### src/rtl/paddr_router.sv
module paddr_router #(
  parameter int VA_W   = 16,
  parameter int PA_W   = 22,
  parameter int NB_W   = 18,
  parameter int PAGE_W = 13
) (
  input  logic            clk,
  input  logic            rst_n,
  input  logic            req_valid,
  input  logic [1:0]      mode,
  input  logic            bus_wide,
  input  logic [VA_W-1:0] va,
  input  logic [PA_W-1:0] reloc_addr,
  output logic            out_valid,
  output logic [PA_W-1:0] pa,
  output logic [2:0]      tgt
);
  localparam logic [1:0] M_R18 = 2'd1;
  localparam logic [1:0] M_R22 = 2'd2;
  localparam int PAD_NB = NB_W - VA_W;
  localparam int PAD_PA = PA_W - NB_W;
  localparam int HI_NB  = NB_W - PAGE_W;
  localparam int HI_PA  = PA_W - PAGE_W;

  logic            use_r22, use_r18, va_io, nb_io;
  logic [NB_W-1:0] base;
  logic [PA_W-1:0] pa_c;
  logic [2:0]      tgt_c;

  assign use_r22 = (mode == M_R22) && bus_wide;
  assign use_r18 = (mode == M_R18) || ((mode == M_R22) && !bus_wide);
  assign va_io   = &va[VA_W-1:PAGE_W];

  always_comb begin
    if (use_r18)
      base = reloc_addr[NB_W-1:0];
    else if (va_io)
      base = {{HI_NB{1'b1}}, va[PAGE_W-1:0]};
    else
      base = {{PAD_NB{1'b0}}, va};
  end

  assign nb_io = &base[NB_W-1:PAGE_W];

  always_comb begin
    if (use_r22)
      pa_c = reloc_addr;
    else if (bus_wide && nb_io)
      pa_c = {{HI_PA{1'b1}}, base[PAGE_W-1:0]};
    else
      pa_c = {{PAD_PA{1'b0}}, base};
  end

  always_comb begin
    tgt_c = 3'b001;
    if (bus_wide) begin
      if (&pa_c[PA_W-1:PAGE_W])    tgt_c = 3'b100;
      else if (&pa_c[PA_W-1:NB_W]) tgt_c = 3'b010;
    end else if (&pa_c[NB_W-1:PAGE_W]) begin
      tgt_c = 3'b100;
    end
  end

  always_ff @(posedge clk) begin
    if (!rst_n) begin
      out_valid <= 1'b0;
      pa        <= '0;
      tgt       <= '0;
    end else begin
      out_valid <= req_valid;
      tgt       <= req_valid ? tgt_c : 3'b000;
      if (req_valid) pa <= pa_c;
    end
  end
endmodule

### config.mk
export PLATFORM = sky130hd
export DESIGN_NAME = paddr_router
export DESIGN_NICKNAME = d
export VERILOG_FILES = /design/src/rtl/paddr_router.sv
export SDC_FILE = /design/constraint.sdc
export NUM_CORES = 1
export LEC_CHECK = 0
export CORE_ASPECT_RATIO = 2
export CORE_MARGIN = 10
export CORE_UTILIZATION = 38
export DETAILED_ROUTE_END_ITERATION = 7
export PLACE_DENSITY = 0.87
export SYNTH_ARGS = -nofsm -noshare
export SYNTH_HDL_FRONTEND = slang
export SYNTH_SLANG_ARGS = --single-unit
### constraint.sdc
create_clock -name clk -period 1.66 [get_ports clk]
set_input_delay 0.166 -clock clk [delete_from_list [all_inputs] [get_ports clk]]
set_output_delay 0.166 -clock clk [all_outputs]
set_load 0.05 [all_outputs]
Word-level counts from Yosys, hierarchy flattened

Cells that the tools add are included.

Flip-flop bits (word level): 26
Latch bits: 0
Memory bits (writable): 0
ROM bits: 0
Input bits: 44
Output and inout bits: 26
Logic and storage cells: 24
Memories: 0

$add $sub $neg: 0
Multiply operators: 0
Divide/modulo/power cells: 0
Magnitude comparators: 0
Equality and inequality tests: 2
Shift-type cells: 0
Muxes and demuxes: 8
Bitwise logic cells: 0
Reduce and logical (&&, ||, !) cells: 11

Operators with widths:

| operator             | count |
|---|---|
| $mux W22             | 2 |
| $mux W18             | 2 |
| $reduce_and A5 Y1    | 2 |
| $mux W3              | 3 |
| $reduce_and A9 Y1    | 1 |
| $reduce_and A4 Y1    | 1 |
| $logic_and A1 B1 Y1  | 3 |
| $reduce_and A3 Y1    | 1 |
| $eq A2 B1 Y1 const B | 1 |
| $eq A2 B2 Y1 const B | 1 |
| $mux W2              | 1 |
| $reduce_and A2 Y1    | 1 |
| $logic_not A1 Y1     | 1 |
| $logic_or A1 B1 Y1   | 1 |

Depth between registers and ports, before layout

Gate-level depths: netlist (run 1).

Depth in word-level cells: 12
Gate-level depth with buffers: 6
Mapped depth without buffers: 5

Worst setup path after synthesis (run 1)

OpenSTA, ideal clock, no wires.

Kind: in2reg
From: input port mode[0]
To: register pa[19]
Setup time: 0.129 ns
Data arrival time: 1.276 ns
Data required time: 1.531 ns
Slack: 0.254 ns
Cell stages on the path: 6
Path buffers: 1
Cells stage by stage: buf_4 xor2_4 mux2i_1 a21oi_2 o2111ai_2 o21ai_0

Word-level cells in the longest chain between the ends: 8
Elaborated cells between the ends (all ways): 10
Those cells by class: eq/ne: 2; mux: 3; reduce/logical: 5

RTL lines:

| element              | line   | RTL |
|---|---|---|
| from (decl)          | 10     | `input logic [1:0] mode,` |
| $eq A2 B2 Y1         | 30, 31 |  |
| $logic_and A1 B1 Y1  | 31     | `assign use_r18 = (mode == M_R18) \|\| ((mode == M_R22) && !bus_wide);` |
| $logic_or A1 B1 Y1   | 31     |  |
| $mux W18             | 35     | `if (use_r18)` |
| $reduce_and A5 Y1    | 43     | `assign nb_io = &base[NB_W-1:PAGE_W];` |
| $logic_and A1 B1 Y1  | 48     | `else if (bus_wide && nb_io)` |
| $mux W22             | 48     |  |
| $mux W22 (*)         | 46     | `if (use_r22)` |
| to (signal assigned) | 72     | `if (req_valid) pa <= pa_c;` |
| to (decl)            | 15     | `output logic [PA_W-1:0] pa,` |

Mark *: on every way between the ends. The rest lies on a longest branch, timed or not.
A chain may end at the register's enable or synchronous reset.

Worst setup path after layout (run 1)

From: register pa[11]
To: output port pa[11]

No word-level cell between the ends.

==> impl_metrics.csv, run 1 <==
group,metric,value,unit
run_status,outcome,"finished clean",
timing,hold_viol_final,0,
timing,fin_skew,0,ns
final_layout,final_common_cell,"clkdlybuf4s50_1",
critical_path,path_depth,1,
cts,cts_tree,"done",
final_layout,syn_to_final_growth,67.7,%
critical_path,crit_start,"pa[11]",
route,wirelength,4.04,mm
synth,ys_ff_latch,26,
final_layout,final_cell_mix,"clkdlybuf4s50_1 (47), buf_4 (35), nand2_1 (28)",
cts,path_clk_slew,0.09,ns
global_route,antenna_found_initial,0,
global_route,grt_first_pass_wirelength,6.35,mm
global_route,first_global_vias,1337,
die,row_count,30,
critical_path,critPathBufInv,1,
critical_path,critPathTopFamily,"buffers and inverters",
critical_path,r2r_slack,1.03,ns
critical_path,worstPathRequired,1.49,ns
timing,slew_viol_final,0,
timing,hold_slack,0.473,ns
global_route,grt_overflow,0,
synth,synthCells,139,
hold_path,hold_depth,2,
timing,fmax,633,MHz
final_layout,drive_gt1_frac,0.242,
place,dp_hpwl,3.25,mm
critical_path,r2r-start,"pa[17]",
route,viasPerCell,5.14,
route,vias,1290,
cts,numCtsBuffers,3,
timing,rsz0062_at_grt,"no",
synth,syn_avg_cell_area,9.31,um^2
critical_path,crit_end,"pa[11]",
critical_path,start_kind,"flip-flop",
global_route,grt_max_degree,37,
route,ant_nets,0,
place,gp_congestion,0.857,
critical_path,critPathMaxFanout,2,
cts,clockBufferDepth,2,
cts,cts_root_buf,"clkbuf_8",
timing,max_slew.worst_pin.slew,0.517,ns
critical_path,end_kind,"primary output",
route,drc_errors,0,
timing,maxSlewHeadroom,0.654,
route,drtPass1Iterations,4,
die,die_h,103,um
route,first_iter_violations,33,
cts,clk_latency,0.27,ns
cts,cts.sinks,26,
place,dpl_cell_area,0.00206,mm^2
critical_path,cp_slowest_stage_delay,0.81,ns
synth,synthArstFlopShare,0,
critical_path,r2r_end,"pa[17]",
synth,seq_area_frac_synth,0.402,
timing,finalCritPeriodShare,0.952,
die,dieArea,0.00628,mm^2
final_layout,final_nets,264,
critical_path,r2r_cells,2,
final_layout,final_cells,251,
route,post_drt_wl_per_cell,16.1,um
die,io_pins,70,
timing,final.setup.worst_slack,0.0791,ns
timing,setup_viol,0,
die,core,0.00334,mm^2
hold_path,hp-class,"flip-flop to flip-flop",
die,fp.dieW,61.3,um
place,io_buffers,69,
cts,cts.htree.levels,1,
die,initial_core_util,0.387,
synth,synth-warning-count,0,
critical_path,path_class,"flip-flop to primary output",
power,p_leak,0.00105,uW
place,dp_slack,-0.333,ns
job,maxCapViolations,0,
final_layout,antenna_cells,0,
synth,synth_ff_type,"dfxtp_1",
critical_path,cp_cell_sequence,"clkdlybuf4s50_1",
power,irDropWorstVdd,0.735,mV
critical_path,slowest_stage,"clkdlybuf4s50_1",
timing,finalCriticalPeriod,1.58,ns
critical_path,arrival,1.41,ns
power,cellPowerDensity,805,mW/mm^2
global_route,grtUsageTotal,0.131,
synth,synth-edff-count,0,
synth,syn_area,0.00129,mm^2
final_layout,fin_area,0.00217,mm^2
synth,syn-num-nets,183,
timing,finalSetupTns,0,ns
place,dp_cells,247,
synth,yosysUniqueCellTypes,32,
synth_stat cells, types with 2 or more instances:
master	count	area (um^2)
clkbuf_1	4	15.0
nand2_1	28	105
o211a_1	15	150
mux2i_1	15	150
a221oi_1	2	17.5
nor2b_1	4	25.0
nor2_1	5	18.8
o21ai_0	8	40.0
a211oi_1	2	15.0
buf_1	2	7.51
dfxtp_1	26	521
inv_1	3	11.3
buf_4	3	22.5
a31oi_1	2	12.5
a21oi_1	3	15.0
state kept, by name, summed over array words and instances (netlist names):
| name | count |
|---|---|
| pa | 22 |
| tgt | 3 |
| out_valid | 1 |
power by group:
part	internal, uW	total [uW]	switching [uW]
combinational	255	546	291
sequential	663	682	19.3
clock	322	518	195
total	1240	1750	506
through the flow:
stage / total power (uW) / util
finish: 1750 / 0.649
floorplan: 998 / -
detailed placement: 1240 / 0.617
CTS: 1760 / 0.641
global placement: 1230 / 0.617
global route: 1820 / 0.649
worst min path at each step:
stage,start,to,slack (ns)
2_1_floorplan,reloc_addr[17],pa[17],0.32
3_3_place_gp,pa[19],pa[19],0.45
3_5_place_dp,pa[19],pa[19],0.45
4_1_cts,pa[19],pa[19],0.48
5_1_grt,pa[8],pa[8],0.50
6_report,pa[19],pa[19],0.47
worst min-delay path: cells and delay by family, from the launching register on:
kind	cells	cell delay [ns]
AO/OA/AOI/OAI	1	0.06
flip-flops	1	0.32
AND/OR/NAND/NOR	1	0.05
timing repair:
item,in CTS,in global routing
pin swaps,0,1
setup endpoints to repair,1,9
hold buffers,0,0
setup buffers,0,0
cloned,0,0
gates resized for setup,2,6
layout make-up:
class / instances / area (um^2)
Tap cell: 32 / 40.0
Multi-Input combinational cell: 101 / 748
Inverter: 3 / 11.3
Sequential cell: 26 / 520
Clock buffer: 3 / 41.3
Clock inverter: 1 / 30.0
Fill cell: 274 / 1170
Timing Repair Buffer: 85 / 778
kinds of logic (layout without fill, tap and decap cells):
| logic type | Yosys count | after routing | synth area share |
|---|---|---|---|
| compound gates | 39 | 39 | 0.249 |
| xor+xnor | 1 | 1 | 0.0213 |
| buf+inv | 12 | 92 | 0.0435 |
| flops | 26 | 26 | 0.402 |
| mux | 16 | 16 | 0.125 |
| simple gates | 45 | 45 | 0.160 |
routing by layer:
| metal | vias up | routed length [um] | track usage |
|---|---|---|---|
| met5 | - | 0 | 0 |
| met3 | 4 | 356 | 0.0432 |
| met4 | 0 | 50 | 0.0478 |
| met1 | 584 | 1460 | 0.129 |
| li1 | 660 | - | - |
| met2 | 42 | 2180 | 0.240 |
No activity file was read; power rests on OpenSTA's default activity.
==> run 2: changes to the inputs <==
- ABC_CLOCK_PERIOD_IN_PS: not set -> 1660
- REMOVE_ABC_BUFFERS: not set -> 1
- TNS_END_PERCENT: not set -> 20
==> run 2 against run 1 <==
Against the previous run:
- clock power down 34%
- power fell by 10%
- cell count unchanged
- first-iteration DRC count fell by 45%
- fmax rose by 0.44%
- via count fell by 0.93%
- hold slack worse by 0.025 ns
- combinational power barely moved
- critical path type unchanged
- critical endpoint is now pa[17]
- largest power group unchanged
- highest routed layer unchanged
==> impl_metrics.csv, run 2 (same netlist as run 1, synthesis figures left out) <==
group,metric,value,unit
run_status,outcome,"finished clean",
cts,cts_tree,"done",
timing,hold_slack,0.448,ns
route,post_drt_wl_per_cell,15.5,um
final_layout,drive_gt1_frac,0.251,
route,vias,1278,
timing,finalCritPeriodShare,0.948,
cts,hold_buffers,0,
critical_path,cp_slowest_stage_delay,0.80,ns
final_layout,final_cell_mix,"clkdlybuf4s50_1 (47), buf_4 (36), nand2_1 (27)",
critical_path,r2r_slack,1.03,ns
cts,numCtsBuffers,3,
final_layout,largest_register,"pa",
power,p_leak,0.00104,uW
final_layout,nFillCells,283,
die,die_h,103,um
timing,final.setup.worst_slack,0.0860,ns
power,power_frac_clock,0.217,
critical_path,arrival,1.41,ns
cts,cts.htree.levels,1,
critical_path,critPathMaxFanout,2,
die,fp.dieW,61.3,um
die,io_pins,70,
final_layout,largest_reg_flops,22,
route,drc_errors,0,
global_route,grt_first_pass_wirelength,6.09,mm
power,cellPowerDensity,736,mW/mm^2
timing,slew_viol_final,0,
route,wirelength,3.90,mm
cts,clockBufferDepth,2,
route,first_iter_violations,18,
cts,cts.sinks,26,
timing,fmax,635,MHz
critical_path,worstPathRequired,1.49,ns
critical_path,critPathBufInv,1,
timing,maxSlewHeadroom,0.658,
power,power.switching,487,uW
die,core,0.00334,mm^2
critical_path,path_class,"flip-flop to primary output",
power,combPwrFrac,0.348,
place,io_buffers,69,
route,viasPerCell,5.09,
place,gp_congestion,0.906,
place,dp_slack,-0.332,ns
cts,path_clk_slew,0.09,ns
power,seq_power_share,0.435,
route,ant_nets,0,
final_layout,final_nets,265,
final_layout,final_common_cell,"clkdlybuf4s50_1",
die,row_count,30,
timing,fin_skew,0,ns
timing,rsz0062_at_grt,"no",
cts,cts_root_buf,"clkbuf_8",
critical_path,start_kind,"flip-flop",
timing,setup_viol,0,
final_layout,antenna_cells,0,
global_route,grt_max_degree,27,
global_route,antenna_found_initial,0,
hold_path,hp-class,"flip-flop to flip-flop",
final_layout,reg_top3,"pa: 22 flops, tgt: 3 flops, out_valid: 1 flops",
route,drtPass1Iterations,4,
critical_path,slowest_stage,"clkdlybuf4s50_1",
timing,max_slew.worst_pin.slew,0.511,ns
cts,clk_latency,0.26,ns
timing,hold_viol_final,0,
die,initial_core_util,0.387,
power,p_sw_frac,0.311,
die,dieArea,0.00628,mm^2
global_route,grt_overflow,0,
critical_path,end_kind,"primary output",
power,p_int,1080,uW
final_layout,syn_to_final_growth,64.8,%
global_route,first_global_vias,1330,
timing,finalCriticalPeriod,1.57,ns
critical_path,critPathTopFamily,"buffers and inverters",
place,dp_hpwl,3.26,mm
job,maxCapViolations,0,
power,irDropWorstVdd,0.605,mV
global_route,grtUsageTotal,0.124,
critical_path,cp_cell_sequence,"clkdlybuf4s50_1",
-- run 2: worst paths after layout --
| check | cells past startpoint | endpoint | from |
|---|---|---|---|
| hold reg to reg | 2 | pa[19] | pa[19] |
| setup / recovery | 1 | pa[17] | pa[17] |
| setup reg to reg | 1 | pa[7] | pa[7] |
| hold / removal | 2 | pa[19] | pa[19] |
-- run 2: per-layer routing --
layer  wire length, um  global-route usage
met1              1410               0.125
met2              2190               0.235
met3               284              0.0296
met4                16              0.0319
met5                 0                   0
-- run 2: cell type report --
class,count,area [um^2],share of cell area
tap,32,40.0,0.0188
multi-input combinational,101,742,0.348
inverter,3,11.3,0.00528
sequential,26,520,0.244
clock buffer,3,41.3,0.0194
timing repair buffer,86,777,0.364
-- run 2: power groups by stage --
stage                     clock network (uW)  registers (uW)  logic, uW
final                                    340             682        547
after global routing                     382             687        583
after CTS                                354             683        540
after detailed placement                   0             697        537
after global placement                     0             695        530
after floorplan                            0             831        140
-- run 2: repair_timing --
item                                    4_1_cts  5_1_grt
gates resized for setup                       1       11
setup buffers                                 0        1
pin swaps                                     0        2
endpoints found under the setup margin        1        8
-- run 2: through the flow --
step / TNS (ns) / std cells / total power (uW) / util / area, um^2
after global routing: 0 / 251 / 1650 / 0.638 / 2130
after floorplan: 0 / 130 / 971 / - / 1250
after global placement: -2.85 / 247 / 1230 / 0.613 / 2050
after detailed placement: -3.64 / 247 / 1230 / 0.613 / 2050
after CTS: 0 / 250 / 1580 / 0.627 / 2100
final: 0 / 251 / 1570 / 0.638 / 2130
==> run 3: changes to the inputs <==
--- a/config.mk
+++ b/config.mk
@@ -11,5 +11,6 @@
 export CORE_UTILIZATION = 38
 export DETAILED_ROUTE_END_ITERATION = 7
-export PLACE_DENSITY = 0.87
+export GPL_TIMING_DRIVEN = 0
+export PLACE_DENSITY = 0.79
 export REMOVE_ABC_BUFFERS = 1
 export SYNTH_ARGS = -nofsm -noshare
==> constraint.sdc (replaced) <==
create_clock -name clk -period 1.66 [get_ports clk]
set_input_delay 0.166 -clock clk [delete_from_list [all_inputs] [get_ports clk]]
set_output_delay 0.166 -clock clk [all_outputs]
set_load 0.1 [all_outputs]
==> run 3 against run 2 <==
Against the previous run:
- combinational power grew 18%
- fmax decreased by 3.6%
- power increased by 6.4%
- first-iteration DRC count is 56% lower
- critical path depth did not move
- highest routed layer unchanged
- clock power is essentially flat
- critical path type unchanged
- largest power group unchanged
- non-clock buffer count decreased by 14
==> impl_metrics.csv, run 3 (same netlist as run 1, synthesis figures left out) <==
group,metric,value,unit
power,irDropWorstVdd,0.704,mV
hold_path,worstHoldEndpoint,"tgt[1]",
critical_path,end_kind,"primary output",
final_layout,fin_area,0.00203,mm^2
timing,hold_viol_final,0,
cts,path_clk_slew,0.08,ns
critical_path,crit_start,"pa[10]",
global_route,met2_usage,0.233,
timing,fin_skew,0,ns
critical_path,critPathMaxFanout,2,
place,io_buffers,69,
global_route,grt_overflow,0,
cts,cts.htree.levels,1,
global_route,first_global_vias,1332,
global_route,grt_max_degree,38,
die,dieArea,0.00628,mm^2
cts,cts.sinks,26,
die,io_pins,70,
final_layout,multi_input_area,733,um^2
final_layout,final_cells,237,
global_route,grt_first_pass_wirelength,6.08,mm
timing,slew_viol_final,0,
critical_path,cp_cell_sequence,"dlygate4sd2_1",
power,p_leak,0.000972,uW
timing,finalSetupTns,0,ns
place,dp_hpwl,3.23,mm
critical_path,r2r_slack,1.01,ns
power,cellPowerDensity,824,mW/mm^2
final_layout,nFillCells,279,
hold_path,hold_depth,3,
critical_path,slowest_stage,"dlygate4sd2_1",
die,die_h,103,um
final_layout,reg_top3,"pa: 22 flops, tgt: 3 flops, out_valid: 1 flops",
critical_path,r2r-start,"pa[17]",
final_layout,antenna_cells,0,
die,row_count,30,
timing,finalCriticalPeriod,1.63,ns
die,initial_core_util,0.387,
global_route,grtUsageTotal,0.126,
route,vias,1272,
cts,clockBufferDepth,2,
timing,fmax,612,MHz
place,gp_congestion,0.798,
final_layout,drive_gt1_frac,0.102,
critical_path,critPathTopFamily,"buffers and inverters",
route,viasPerCell,5.37,
route,drtPass1Iterations,4,
route,ant_nets,0,
global_route,top_usage_layer,"met2",
route,wirelength,4.02,mm
cts,hold_buffers,0,
global_route,antenna_found_initial,0,
global_route,met1_usage,0.106,
timing,setup_viol,0,
cts,clk_latency,0.26,ns
job,maxCapViolations,0,
timing,finalCritPeriodShare,0.984,
critical_path,path_class,"flip-flop to primary output",
cts,numCtsBuffers,3,
place,dp_cells,231,
timing,rsz0062_at_grt,"yes",
critical_path,start_kind,"flip-flop",
critical_path,critPathBufInv,1,
die,core,0.00334,mm^2
final_layout,largest_register,"pa",
final_layout,final_common_cell,"clkdlybuf4s50_1",
timing,max_slew.worst_pin.slew,0.997,ns
hold_path,hp-class,"primary input to flip-flop",
critical_path,cp_slowest_stage_delay,0.86,ns
critical_path,arrival,1.47,ns
critical_path,worstPathRequired,1.49,ns
cts,cts_tree,"done",
run_status,outcome,"finished clean",
place,dpl_cell_area,0.00198,mm^2
die,fp.dieW,61.3,um
hold_path,min_from,"bus_wide",
cts,cts_root_buf,"clkbuf_8",
route,drc_errors,0,
route,post_drt_wl_per_cell,17.0,um
timing,maxSlewHeadroom,0.338,
final_layout,syn_to_final_growth,56.6,%
critical_path,r2r_cells,2,
route,first_iter_violations,8,
final_layout,ff_latch_area,520,um^2
final_layout,final_nets,251,
final_layout,largest_reg_flops,22,
global_route,grtUsageMet3,0.0654,
critical_path,r2r_end,"pa[17]",
final_layout,final_cell_mix,"clkdlybuf4s50_1 (38), nand2_1 (28), dfxtp_1 (26)",
## run 3: cell count changes in the layout (fill, tap and decap cells not counted), sizes merged
cell	before	now
clkdlybuf4s50	47	38
dlygate4sd2	0	10
dlymetal6s2s	2	1
buf	37	3
clkdlybuf4s15	0	15
clkbuf	3	8
## run 3: how the worst max path moves through the flow
stage               slack [ns]     end  cells past startpoint
global route            -0.005  pa[20]                      1
detailed placement       -0.89  pa[19]                      6
finish                    0.03  pa[10]                      1
global placement         -0.81  pa[20]                      6
floorplan                 0.19  pa[19]                      5
CTS                     0.0008   pa[3]                      1
## run 3: metrics by stage
stage	utilization	total power (uW)	hold slack [ns]	setup slack [ns]
finish	0.606	1670	0.321	0.0272
global route	0.606	1740	0.335	-0.00516
detailed placement	0.593	1360	0.452	-0.893
CTS	0.603	1680	0.464	0.000762
global placement	0.593	1350	0.438	-0.811
floorplan	-	1120	0.266	0.192
## run 3: final cells by class
cell class | count | area share
multi-input combinational | 101 | 0.362
tap | 32 | 0.0198
clock buffer | 3 | 0.0204
sequential | 26 | 0.257
inverter | 3 | 0.00556
timing repair buffer | 72 | 0.335
## run 3: routing by layer
layer	routed length, um	part of all wire	up-vias
met3	448	0.11	10
met2	2140	0.53	48
met5	0	0	-
met4	84	0.021	0
li1	-	-	637
met1	1350	0.33	577
## run 3: worst register-to-register path, cell delays in order (launching register included)
cell	delay, ns
dfxtp_1	0.32
o21ai_0	0.14
a31oi_1	0.05
## run 3: repair_timing
action	4_1_cts	5_1_grt
buffers inserted	3	0
setup endpoints to repair	51	24
gates resized for setup	34	25
pin swaps	1	1
## run 3: power breakdown
part | internal, uW | leakage, uW | switching, uW
Combinational | 213 | 0.000736 | 435
Clock | 162 | 0.0000216 | 179
Sequential | 663 | 0.000215 | 18.1
